--- src/rtl/frag_pkg.sv ---
package frag_pkg;

    localparam logic [31:0] OPEN_WORD  = 32'h5111_5110;
    localparam logic [31:0] CLOSE_WORD = 32'hFFFF_FFF0;
    localparam logic [15:0] CCITT_POLY = 16'h1021;
    localparam logic [15:0] CCITT_INIT = 16'hFFFF;

    typedef enum logic [2:0] {
        ST_HUNT,
        ST_HDR,
        ST_SMP,
        ST_GCRC,
        ST_DCRC,
        ST_LCRC,
        ST_CLOSE
    } fst_e;

    typedef struct packed {
        logic [3:0]  samples;
        logic [3:0]  status;
        logic [3:0]  vpar;
        logic        spare;
        logic [1:0]  mode;
        logic [2:0]  gain;
        logic [11:0] bcid;
    } hdr_fields_t;

    function automatic logic [15:0] ccitt_step16(input logic [15:0] crc_in,
                                                 input logic [15:0] data);
        logic [15:0] c;
        logic        fb;
        c = crc_in;
        for (int i = 15; i >= 0; i--) begin
            fb = c[15] ^ data[i];
            c  = {c[14:0], 1'b0} ^ (fb ? CCITT_POLY : 16'h0000);
        end
        return c;
    endfunction

endpackage

--- src/rtl/frag_ccitt.sv ---
module frag_ccitt
    import frag_pkg::*;
#(
    parameter int HALF_W = 16
) (
    input  logic              clk,
    input  logic              rst_n,
    input  logic              clr,
    input  logic              en,
    input  logic [2*HALF_W-1:0] word,
    output logic [15:0]       crc
);
    logic [15:0] crc_d, crc_q;

    always_comb begin
        crc_d = crc_q;
        if (clr) begin
            crc_d = CCITT_INIT;
        end else if (en) begin
            crc_d = ccitt_step16(ccitt_step16(crc_q, word[2*HALF_W-1:HALF_W]),
                                 word[HALF_W-1:0]);
        end
    end

    always_ff @(posedge clk or negedge rst_n) begin
        if (!rst_n) crc_q <= CCITT_INIT;
        else        crc_q <= crc_d;
    end

    assign crc = crc_q;
endmodule

--- config.mk ---
export PLATFORM = sky130hd
export DESIGN_NAME = frag_ccitt
export DESIGN_NICKNAME = d
export VERILOG_FILES = /design/src/rtl/frag_pkg.sv /design/src/rtl/frag_ccitt.sv
export SDC_FILE = /design/constraint.sdc
export NUM_CORES = 1
export LEC_CHECK = 0
export ABC_CLOCK_PERIOD_IN_PS = 3300
export BUFFER_PORTS_ARGS = -buffer_cell sky130_fd_sc_hd__buf_2
export CAP_MARGIN = 20
export CORE_ASPECT_RATIO = 1.1
export CORE_UTILIZATION = 52
export DETAILED_ROUTE_END_ITERATION = 8
export PLACE_DENSITY = 0.8
export SLEW_MARGIN = 20
export SYNTH_ARGS = -nofsm -noshare
export SYNTH_HDL_FRONTEND = slang
export SYNTH_SLANG_ARGS = --single-unit
export TNS_END_PERCENT = 50
--- constraint.sdc ---
create_clock -name clk -period 3.3 [get_ports clk]
set_input_delay 0.165 -clock clk [delete_from_list [all_inputs] [get_ports clk]]
set_output_delay 0.165 -clock clk [all_outputs]
set_load 0.005 [all_outputs]
After elaboration in Yosys (flattened, before gate mapping)
Index checks and enable logic that the tools add are counted.
W data, S select, Z words.
- bits in registers: 16
- input port bits: 36
- output and inout port bits: 16
- mux-type cells: 34
- bitwise logic cells: 64
- reductions and logical operators: 1
- operators with widths (operator ; number):
    $xor A16 B13 Y16 ; 32
    $mux W13 ; 32
    $mux W16 ; 2
    $xor A1 B1 Y1 ; 32
    $reduce_bool A2 Y1 ; 1

Longest topological paths before layout
- depth after elaboration: 98
- depth in mapped cells: 8

Worst setup path after synthesis
OpenSTA, ideal clock, no wires.
- path type: register -> register
- start: reg crc_q[14] (netlist: crc[14])
- end: reg crc_q[7] (netlist: crc[7])
- library setup time: 82 ps
- data arrival time: 2857 ps
- required time: 3218 ps
- path slack: 361 ps
- stages on the path, launching flop included: 9
- buffers on the path: 0
- period minus slack after synthesis: 2939 ps
- cell sequence: dfstp_2 xor2_1 xnor3_1 xor2_2 xor2_1 xor3_2 xor2_1 a21oi_1 or2_1
- word-level cells in the longest chain between the ends: 50
- elaborated cells between the ends (all ways): 58
- classes of those cells: mux (14); bitwise (44)
- ends and longest elaborated chain (what ; line ; source):
    start: declaration ; frag_ccitt.sv:13 ; logic [15:0] crc_d, crc_q;
    start signal: assignment ; frag_ccitt.sv:27 ; else crc_q <= crc_d;
    $xor A16 B13 Y16 (*) ; frag_pkg.sv:35 ; c = {c[14:0], 1'b0} ^ (fb ? CCITT_POLY : 16'h0000);
    $xor A1 B1 Y1 (*) ; frag_pkg.sv:34 ; fb = c[15] ^ data[i];
    $mux W13 (*) ; frag_pkg.sv:35 ;
    $xor A16 B13 Y16 (*) (4 in series) ; frag_pkg.sv:35 ;
    $xor A1 B1 Y1 ; frag_pkg.sv:34 ;
    $mux W13 ; frag_pkg.sv:35 ;
    $xor A16 B13 Y16 (*) (4 in series) ; frag_pkg.sv:35 ;
    $xor A1 B1 Y1 ; frag_pkg.sv:34 ;
    [23 not listed] ; n/a ;
    $xor A1 B1 Y1 ; frag_pkg.sv:34 ;
    $mux W13 ; frag_pkg.sv:35 ;
    $xor A16 B13 Y16 (*) (4 in series) ; frag_pkg.sv:35 ;
    $xor A1 B1 Y1 ; frag_pkg.sv:34 ;
    $mux W13 ; frag_pkg.sv:35 ;
    $xor A16 B13 Y16 (*) (3 in series) ; frag_pkg.sv:35 ;
    $mux W16 (*) ; frag_ccitt.sv:19 ; end else if (en) begin
    $mux W16 (*) ; frag_ccitt.sv:17 ; if (clr) begin
Mark *: on every way between the ends. The rest lies on a longest branch, timed or not. The select of a mux whose other input is x is not followed.
A chain may end at the register's enable or synchronous reset.

Worst setup path after layout
- start: reg crc_q[13] (netlist: crc[13])
- end: reg crc_q[6] (netlist: crc[6])
- word-level cells in the longest chain between the ends: 50
- elaborated cells between the ends (all ways): 58
- classes of those cells: mux (14); bitwise (44)
- ends and longest elaborated chain (what ; line):
    $xor A16 B13 Y16 (*) (2 in series) ; frag_pkg.sv:35
    $xor A1 B1 Y1 (*) ; frag_pkg.sv:34
    $mux W13 (*) ; frag_pkg.sv:35
    $xor A16 B13 Y16 (*) (4 in series) ; frag_pkg.sv:35
    $xor A1 B1 Y1 ; frag_pkg.sv:34
    $mux W13 ; frag_pkg.sv:35
    $xor A16 B13 Y16 (*) (4 in series) ; frag_pkg.sv:35
    $xor A1 B1 Y1 ; frag_pkg.sv:34
    [23 not listed] ; n/a
    $xor A1 B1 Y1 ; frag_pkg.sv:34
    $mux W13 ; frag_pkg.sv:35
    $xor A16 B13 Y16 (*) (4 in series) ; frag_pkg.sv:35
    $xor A1 B1 Y1 ; frag_pkg.sv:34
    $mux W13 ; frag_pkg.sv:35
    $xor A16 B13 Y16 (*) (2 in series) ; frag_pkg.sv:35
    $mux W16 (*) ; frag_ccitt.sv:19
    $mux W16 (*) ; frag_ccitt.sv:17
Marked as above.

==> impl_metrics.env <==
export IMPL_dr_pass1_iters=6
export IMPL_vias_per_cell=5.11
export IMPL_violations="DRC"
export IMPL_rows=21
export IMPL_instances_no_fill=238
export IMPL_tightest_slew_ns=0.524
export IMPL_first_global_vias=1298
export IMPL_ios=52
export IMPL_wl_um=3780
export IMPL_htree_levels=1
export IMPL_setup_tns_ns=0
export IMPL_track_usage=0.235
export IMPL_hold_buffers=0
export IMPL_avgSynthCellArea_um2=11.6
export IMPL_crit_start="crc[13]$_DFFE_PN1P_"
export IMPL_skew_ns=0.0127
export IMPL_slew_violations=0
export IMPL_grt_max_degree=22
export IMPL_dieArea_um2=3600
export IMPL_setup_viol=0
export IMPL_yosysTopAreaCell="dfstp_2"
export IMPL_use_met3=0.0228
export IMPL_hold_viol=0
export IMPL_clock_path_buffers=2
export IMPL_crit_arrival_ns=3.32
export IMPL_synth_top_area_frac=0.241
export IMPL_max_slew_margin=0.648
export IMPL_grt_busiest_layer="met2"
export IMPL_yosys_warnings=0
export IMPL_required_ns=3.52
export IMPL_cp_end_kind="flip-flop"
export IMPL_crit_type="flip-flop to flip-flop"
export IMPL_r2r_setup_slack_ns=0.20
export IMPL_path_max_fanout=4
export IMPL_min_path_type="input port to asynchronous set/reset pin"
export IMPL_dp_cells=234
export IMPL_die_h_um=62.8
export IMPL_area_delta_synth_final_pct=18.9
export IMPL_r2r_start="crc[13]$_DFFE_PN1P_"
export IMPL_wl_per_cell_um=15.9
export IMPL_gp_congestion=0.902
export IMPL_drv_cap=0
export IMPL_synth_seq_cells=16
export IMPL_drtAntennaViolNets=0
export IMPL_start_kind="flip-flop"
export IMPL_via_count=1216
export IMPL_diodes=0
export IMPL_cts_resized=0
export IMPL_synth_cell_types=22
export IMPL_max_freq_mhz=322
export IMPL_r2r_end="crc[6]$_DFFE_PN1P_"
export IMPL_use_met2=0.403
export IMPL_post_cts_buffers=0
export IMPL_ys_seq_area_frac=0.241
export IMPL_antenna_found_initial=0
export IMPL_cts_made_buffers=3
export IMPL_drc=6
export IMPL_clock_sinks=16
export IMPL_die_x_um=57.3
export IMPL_r2r_cells=8
export IMPL_rsz0062_at_grt="false"
export IMPL_cp_endpoint="crc[6]$_DFFE_PN1P_"
export IMPL_synth_cells=151
export IMPL_largest_reg_flops=16
export IMPL_synth_area_leaders="dfstp_2, xnor2_1, xor2_1"
export IMPL_drtIter0Drc=59
export IMPL_clockRootBuffer="clkbuf_4"
export IMPL_start_util=0.559
export IMPL_drive_gt1_frac=0.436
export IMPL_met1_usage=0.314
export IMPL_finalCritPeriodShare=0.941
export IMPL_grt_pass1_wl_um=6350
export IMPL_cts_tree="built"
export IMPL_final_nets=241
export IMPL_status="finished, violations left"
export IMPL_dp_hpwl_um=3160
export IMPL_fin_crit_ns=3.10
export IMPL_syn_area_um2=1750
export IMPL_coreArea_um2=3130
export IMPL_clock_latency_ns=0.29
export IMPL_synth_fp_nets=187
export IMPL_io_buffers=51
export IMPL_overflow=0
export IMPL_path_clk_slew_ns=0.10
-- cells in the mapped netlist --
cell,count
xor2_1,23
inv_1,1
xnor2_4,1
nor2_1,11
clkbuf_1,3
nor2b_1,1
a21oi_1,13
nor3_1,2
or2_1,7
buf_4,1
xor2_2,2
xnor2_1,43
dfstp_2,16
a211o_1,3
xnor2_2,3
xnor3_2,5
xor3_2,2
or2_2,1
o21ai_1,3
xor3_1,2
xnor3_4,2
xnor3_1,6
-- worst min-delay path by stage --
stage | endpoint | startpoint | slack, ns
6_report | crc[0]$_DFFE_PN1P_ | rst_n | 0.03
5_1_grt | crc[11]$_DFFE_PN1P_ | rst_n | 0.08
4_1_cts | crc[0]$_DFFE_PN1P_ | rst_n | 0.05
3_5_place_dp | crc[0]$_DFFE_PN1P_ | rst_n | 0.38
3_3_place_gp | crc[11]$_DFFE_PN1P_ | rst_n | 0.37
2_1_floorplan | crc[0]$_DFFE_PN1P_ | rst_n | 0.02
-- worst max-delay path, stage by stage, from the launching register on --
cell and delay, ns:
dfstp_2 0.58, xnor2_2 0.17, xnor3_2 0.54, xnor3_2 0.49, xnor2_4 0.26, xnor3_2 0.50
xor2_1 0.16, a21oi_1 0.09, or2_1 0.22
-- per-stage QoR --
stage               area, um^2  utilization  worst slack (ns)  hold slack [ns]
floorplan                 1750            -             0.361           0.0172
global placement          2040        0.653             0.340            0.368
detailed placement        2040        0.653             0.214            0.381
CTS                       2080        0.665             0.190           0.0548
global route              2080        0.665            0.0480           0.0819
finish                    2080        0.665             0.196           0.0312
-- layer usage --
| layer | share of wire | routed length, um | vias to the layer above |
|---|---|---|---|
| met3 | 0.044 | 167 | 4 |
| met4 | 0.0090 | 34 | 0 |
| met5 | 0 | 0 | - |
| met2 | 0.50 | 1890 | 38 |
| li1 | - | - | 598 |
| met1 | 0.45 | 1680 | 576 |
-- layout by cell type (no fill, tap or decap), types with 3 or more instances in the layout --
| master | count |
|---|---|
| nor2_1 | 11 |
| a211o_1 | 3 |
| xnor2_1 | 43 |
| xor2_1 | 23 |
| clkbuf_4 | 3 |
| dfstp_2 | 16 |
| xnor2_2 | 3 |
| xnor3_1 | 6 |
| buf_2 | 51 |
| or2_1 | 7 |
| xnor3_2 | 5 |
| o21ai_1 | 3 |
| a21oi_1 | 13 |
-- cell type report --
class,count,area [um^2]
tap,34,42.5
multi-input combinational,130,1310
fill,267,1050
inverter,1,3.75
sequential,16,420
timing repair buffer,53,270
clock buffer,4,36.3
-- cells by family after synthesis --
kind of cell / share of synthesized area
xor+xnor: 0.624
simple gates: 0.0616
compound gates: 0.0608
flops: 0.241
buf+inv: 0.0129
Power is left out: the tool's default activity adds up to more than one toggle a clock period on the data nets, which glitch-free logic cannot reach.
